$ cat src/rtl/alarm_cmp_pkg.sv
package alarm_cmp_pkg;

   localparam int unsigned NUM_FIELDS = 4;   // 0 sec, 1 min, 2 hour, 3 date
   localparam int unsigned FIELD_W    = 8;

   typedef logic [FIELD_W-1:0] field_t;

   // BCD bits that take part in the comparison for each field
   function automatic field_t cmp_mask(input int unsigned idx);
      return (idx < 2) ? 8'h7F : 8'h3F;
   endfunction

   // repeat code {date,hour,min,sec} -> fields to compare (bit i = field i)
   function automatic logic [NUM_FIELDS-1:0] fields_for(input logic [NUM_FIELDS-1:0] rpt);
      case (rpt)
         4'b1111: return 4'b0000;
         4'b1110: return 4'b0001;
         4'b1100: return 4'b0011;
         4'b1000: return 4'b0111;
         4'b0000: return 4'b1111;
         default: return 4'b0000;
      endcase
   endfunction

endpackage

$ cat src/rtl/alarm_cmp_regs.sv
module alarm_cmp_regs
   import alarm_cmp_pkg::*;
#(
   parameter int unsigned ADDR_W = 2
) (
   input  logic                               clk,
   input  logic                               rst_n,
   input  logic                               wr,
   input  logic [ADDR_W-1:0]                  addr,
   input  field_t                             wdata,
   output field_t                             rdata,
   output logic [NUM_FIELDS-1:0][FIELD_W-1:0] regs
);

   localparam int unsigned SLOTS = 2 ** ADDR_W;

   generate
      if (SLOTS < NUM_FIELDS) begin : g_addr_check
         $error("alarm_cmp_regs: ADDR_W too small for the alarm fields");
      end
   endgenerate

   for (genvar i = 0; i < NUM_FIELDS; i++) begin : g_field
      always_ff @(posedge clk) begin
         if (!rst_n)
            regs[i] <= '0;
         else if (wr && (addr == ADDR_W'(i)))
            regs[i] <= wdata;
      end
   end

   always_comb begin
      rdata = '0;
      for (int j = 0; j < NUM_FIELDS; j++)
         if (addr == ADDR_W'(j)) rdata = regs[j];
   end

endmodule

$ cat src/rtl/alarm_cmp_match.sv
module alarm_cmp_match
   import alarm_cmp_pkg::*;
(
   input  logic [NUM_FIELDS-1:0][FIELD_W-1:0] alarm,
   input  logic [NUM_FIELDS-1:0][FIELD_W-1:0] now,
   output logic                               hit
);

   logic [NUM_FIELDS-1:0] rpt;
   logic [NUM_FIELDS-1:0] eq;
   logic [NUM_FIELDS-1:0] use_f;

   for (genvar i = 0; i < NUM_FIELDS; i++) begin : g_cmp
      localparam field_t MASK = cmp_mask(i);
      assign rpt[i] = alarm[i][FIELD_W-1];
      assign eq[i]  = ((alarm[i] ^ now[i]) & MASK) == '0;
   end

   assign use_f = fields_for(rpt);
   assign hit   = &(eq | ~use_f);

endmodule

$ cat src/rtl/alarm_cmp_flag.sv
module alarm_cmp_flag (
   input  logic clk,
   input  logic rst_n,
   input  logic tick,
   input  logic hit,
   input  logic flag_rd,
   input  logic addr_sel,
   output logic flag,
   output logic pend
);

   logic event_now;
   logic set_now;

   assign event_now = tick && hit;
   assign set_now   = !addr_sel && (event_now || pend);

   always_ff @(posedge clk) begin
      if (!rst_n) begin
         flag <= 1'b0;
         pend <= 1'b0;
      end else begin
         if (set_now)
            flag <= 1'b1;
         else if (flag_rd)
            flag <= 1'b0;

         if (event_now && addr_sel)
            pend <= 1'b1;
         else if (!addr_sel)
            pend <= 1'b0;
      end
   end

endmodule

$ cat src/rtl/alarm_comparator.sv
module alarm_comparator
   import alarm_cmp_pkg::*;
#(
   parameter int unsigned DATA_W = 8,
   parameter int unsigned ADDR_W = 2
) (
   input  logic              clk,
   input  logic              rst_n,
   input  logic [DATA_W-1:0] time_sec,
   input  logic [DATA_W-1:0] time_min,
   input  logic [DATA_W-1:0] time_hour,
   input  logic [DATA_W-1:0] time_date,
   input  logic              sec_tick,
   input  logic              reg_wr,
   input  logic [ADDR_W-1:0] reg_addr,
   input  logic [DATA_W-1:0] reg_wdata,
   output logic [DATA_W-1:0] reg_rdata,
   input  logic              flag_rd,
   input  logic              flag_addr_sel,
   input  logic              irq_en,
   input  logic              batt_alarm_en,
   input  logic              on_battery,
   output logic              alarm_flag,
   output logic              alarm_irq
);

   generate
      if (DATA_W != FIELD_W) begin : g_width_check
         $error("alarm_comparator: DATA_W must equal the BCD field width");
      end
   endgenerate

   logic [NUM_FIELDS-1:0][FIELD_W-1:0] alarm_regs;
   logic [NUM_FIELDS-1:0][FIELD_W-1:0] now;
   logic                               hit;
   logic                               pend_q;

   assign now = {time_date, time_hour, time_min, time_sec};

   alarm_cmp_regs #(.ADDR_W(ADDR_W)) u_regs (
      .clk   (clk),
      .rst_n (rst_n),
      .wr    (reg_wr),
      .addr  (reg_addr),
      .wdata (reg_wdata),
      .rdata (reg_rdata),
      .regs  (alarm_regs)
   );

   alarm_cmp_match u_match (
      .alarm (alarm_regs),
      .now   (now),
      .hit   (hit)
   );

   alarm_cmp_flag u_flag (
      .clk      (clk),
      .rst_n    (rst_n),
      .tick     (sec_tick),
      .hit      (hit),
      .flag_rd  (flag_rd),
      .addr_sel (flag_addr_sel),
      .flag     (alarm_flag),
      .pend     (pend_q)
   );

   assign alarm_irq = alarm_flag && irq_en && (!on_battery || batt_alarm_en);

endmodule

$ cat config.mk
export PLATFORM = sky130hd
export DESIGN_NAME = alarm_comparator
export DESIGN_NICKNAME = d
export VERILOG_FILES = /design/src/rtl/alarm_cmp_pkg.sv /design/src/rtl/alarm_cmp_regs.sv /design/src/rtl/alarm_cmp_match.sv /design/src/rtl/alarm_cmp_flag.sv /design/src/rtl/alarm_comparator.sv
export SDC_FILE = /design/constraint.sdc
export NUM_CORES = 1
export LEC_CHECK = 0
export CORE_ASPECT_RATIO = 0.5
export CORE_MARGIN = 5
export CORE_UTILIZATION = 45
export CTS_BUF_LIST = sky130_fd_sc_hd__clkbuf_4
export DETAILED_ROUTE_END_ITERATION = 10
export PLACE_DENSITY = 0.88
export SYNTH_ARGS = -nofsm -noshare
export SYNTH_HDL_FRONTEND = slang
export SYNTH_SLANG_ARGS = --single-unit
$ cat constraint.sdc
create_clock -name clk -period 2.15 [get_ports clk]
set_clock_uncertainty 0.1 [all_clocks]
set_input_delay 0.5375 -clock clk [delete_from_list [all_inputs] [get_ports clk]]
set_output_delay 0.5375 -clock clk [all_outputs]
set_load 0.005 [all_outputs]
==> reports/results.ini <==
[run_status]
outcome=completed

[synthesis]
yosysTopAreaCell=dfxtp_1
synth_top_family_by_area=multiplexers
syn_inst=170
synth_area_um2=1850
syn_avg_cell_area_um2=10.9
synth_area_leaders=dfxtp_1 37%, mux2i_1 17%, nor2b_1 11%
yosys_warnings=0
synth_xor_area_frac=0.123
synth.area.mux_share=0.272
synth-simple-area-share=0.172
synth_adder_area_share=0
synth_nets=221
netlist-cell-type-count=25
synth_seq_area_share=0.368
synth-seq-cells=34
synth_compound_area_frac=0.0331
netlist.area_leader.share=0.368

[routing]
drc=0
via_count=1515
post_drt_wl_per_cell_um=18.0
first_pass_iters=4
wirelength_mm=5.27
first_iter_violations=76
viasPerCell=5.17
postRouteAntennaNets=0

[placed_design]
placed_cell_area_um2=2510
dp_cells=282
hpwl_mm=3.73
globalplace.congestion=0.797
portBuffers=54

[hold_path]
whs_endpoint=u_flag.pend$_SDFFE_PN0P_
min_from=u_flag.pend$_SDFFE_PN0P_
hold_class=reg2reg
hold_depth=2

[power]
p_per_area_nw_per_um2=506
power_leakage_uw=0.00109
ir_worst_vdd_mv=0.220

[floorplanning]
rows=16
fp.dieH_um=55.3
die_w_um=101
die-area_um2=5570
initial_core_util=0.469
ios=61
core_area_um2=3940

[critical_path]
cp-start-kind=input pin
worstPathMaxFanout=5
crit_arrival_ns=1.49
r2r-start=u_regs.regs[5]$_SDFFE_PN0P_
crit_required_ns=1.51
startpoint=reg_addr[0]
cp-end-kind=output pin
worstSetupPathType=in2out
worstReg2RegEnd=u_flag.flag$_SDFFE_PN0P_
rrSetupSlack_ns=0.54
r2r_cells=5

[cts]
htree_levels=2
clock_tree.buffer_depth=2
cts-root-buf=clkbuf_4
cts.clk_slew.worst_paths_ns=0.10
clock_latency_ns=0.35
numCtsBuffers=5
cts.sinks=34
cts_tree=yes
cts.hold.buffers_added=0

[sta]
rsz0062_at_grt=false
finalHoldViolations=0
finalMaxSlewViolations=0
fin_crit_sh=0.991
slew_headroom=0.699
setup_viol=0
max_freq_mhz=470
worst_pin_slew_ns=0.451
post-route-min-period_ns=2.13
setup_tns_ns=0

[grt]
grt_max_degree=35
grt_first_pass_wirelength_mm=8.17
grt_use_total=0.190
met2_usage=0.325
top_usage_layer=met2
antenna_found_initial=0
grt_util_met3=0.0364
gr-usage-met1=0.239
grt-ovfl-total=0
grt_pass1_vias=1593

[final_layout]
postLayoutCellArea_um2=2610
antenna_cells=0
instances_no_fill=293
syn_to_final_growth_pct=41.2
drive_gt1_frac=0.163
nets=290

[run]
drv_cap=0

## cells in the mapped netlist, drive strengths merged
| library cell | number |
|---|---|
| dfxtp | 34 |
| o41ai | 1 |
| xor2 | 7 |
| o311ai | 1 |
| a31oi | 1 |
| and2b | 2 |
| mux2i | 32 |
| xnor2 | 19 |
| nand3 | 1 |
| mux4 | 8 |
| a21oi | 2 |
| inv | 3 |
| nand4 | 6 |
| clkbuf | 3 |
| o21ai | 1 |
| nor3 | 2 |
| o31ai | 2 |
| nand2 | 4 |
| nor3b | 1 |
| nand3b | 2 |
| buf | 5 |
| nor2b | 32 |
| nand2b | 1 |
## worst max path at each step
stage	end	slack, ns	cells past startpoint
6_report	reg_rdata[1]	0.02	5
5_1_grt	reg_rdata[1]	0.002	5
4_1_cts	reg_rdata[3]	-0.05	4
3_3_place_gp	reg_rdata[3]	-0.70	4
2_1_floorplan	reg_rdata[3]	0.22	2
3_5_place_dp	reg_rdata[3]	-0.76	4
## state kept, by name (all words and copies together) (netlist names)
signal and count:
u_flag.flag 1, u_flag.pend 1, u_regs.regs 32
## through the flow
step	hold slack (ns)	util	worst slack (ns)	total power, uW
detailed placement	0.370	0.638	-0.763	957
floorplan	0.326	-	0.220	808
global route	0.402	0.663	0.00246	1370
CTS	0.383	0.662	-0.0543	1320
finish	0.377	0.663	0.0204	1320
global placement	0.336	0.638	-0.702	950
## critical path: stages
cell and delay, ns:
buf_6 0.10, buf_12 0.13, buf_6 0.10, mux4_2 0.49, buf_6 0.13
## final cells by class
type	count	area [um2]
timing repair buffer	70	689
sequential	34	681
tap	54	67.6
multi-input combinational	125	1110
fill	294	1330
clock buffer	7	52.6
inverter	3	11.3
## logic make-up (layout without fill, tap and decap cells)
logic type / Yosys count / in the layout
and+or+nand+nor: 51 / 51
muxes: 40 / 40
DFF: 34 / 34
xor gates and xnor gates: 26 / 26
buffers and inverters: 11 / 80
AOI/OAI and AO/OA: 8 / 8
## where the power goes
part,total [uW],switching (uW),internal (uW)
logic,288,108,181
clock network,363,215,149
registers,671,20.8,650
## placed cells by master (no fill, tap or decap)
cell | synthesis | routed
clkdlybuf4s50_1 | 0 | 43
dfxtp_1 | 34 | 34
mux2i_1 | 32 | 32
nor2b_1 | 32 | 32
xnor2_1 | 19 | 19
buf_4 | 4 | 11
mux4_2 | 7 | 7
xor2_1 | 7 | 7
clkbuf_4 | 0 | 7
nand4_1 | 6 | 6
buf_6 | 0 | 5
nand2_1 | 4 | 4
clkdlybuf4s15_1 | 0 | 4
inv_1 | 3 | 3
a21oi_1 | 2 | 2
nand3b_1 | 2 | 2
nor3_1 | 2 | 2
o31ai_1 | 2 | 2
and2b_2 | 2 | 2
dlygate4sd2_1 | 0 | 2
clkbuf_2 | 0 | 2
mux4_1 | 1 | 1
nor3b_1 | 1 | 1
nand3_2 | 1 | 1
o41ai_2 | 1 | 1
o21ai_0 | 1 | 1
o311ai_1 | 1 | 1
nand2b_1 | 1 | 1
a31oi_1 | 1 | 1
buf_16 | 0 | 1
buf_2 | 1 | 1
buf_12 | 0 | 1
## layer usage
| layer | routed length, um | share of wire |
|---|---|---|
| met1 | 2290 | 0.44 |
| met2 | 2670 | 0.51 |
| met3 | 222 | 0.042 |
| met4 | 85 | 0.016 |
| met5 | 0 | 0 |
## repair_timing
item | in CTS | in global routing
setup buffers | 3 | 0
gates cloned | 1 | 0
pin swaps | 0 | 0
resized for setup | 31 | 5
setup endpoints to repair | 9 | 5
No activity file was read; power rests on OpenSTA's default activity.
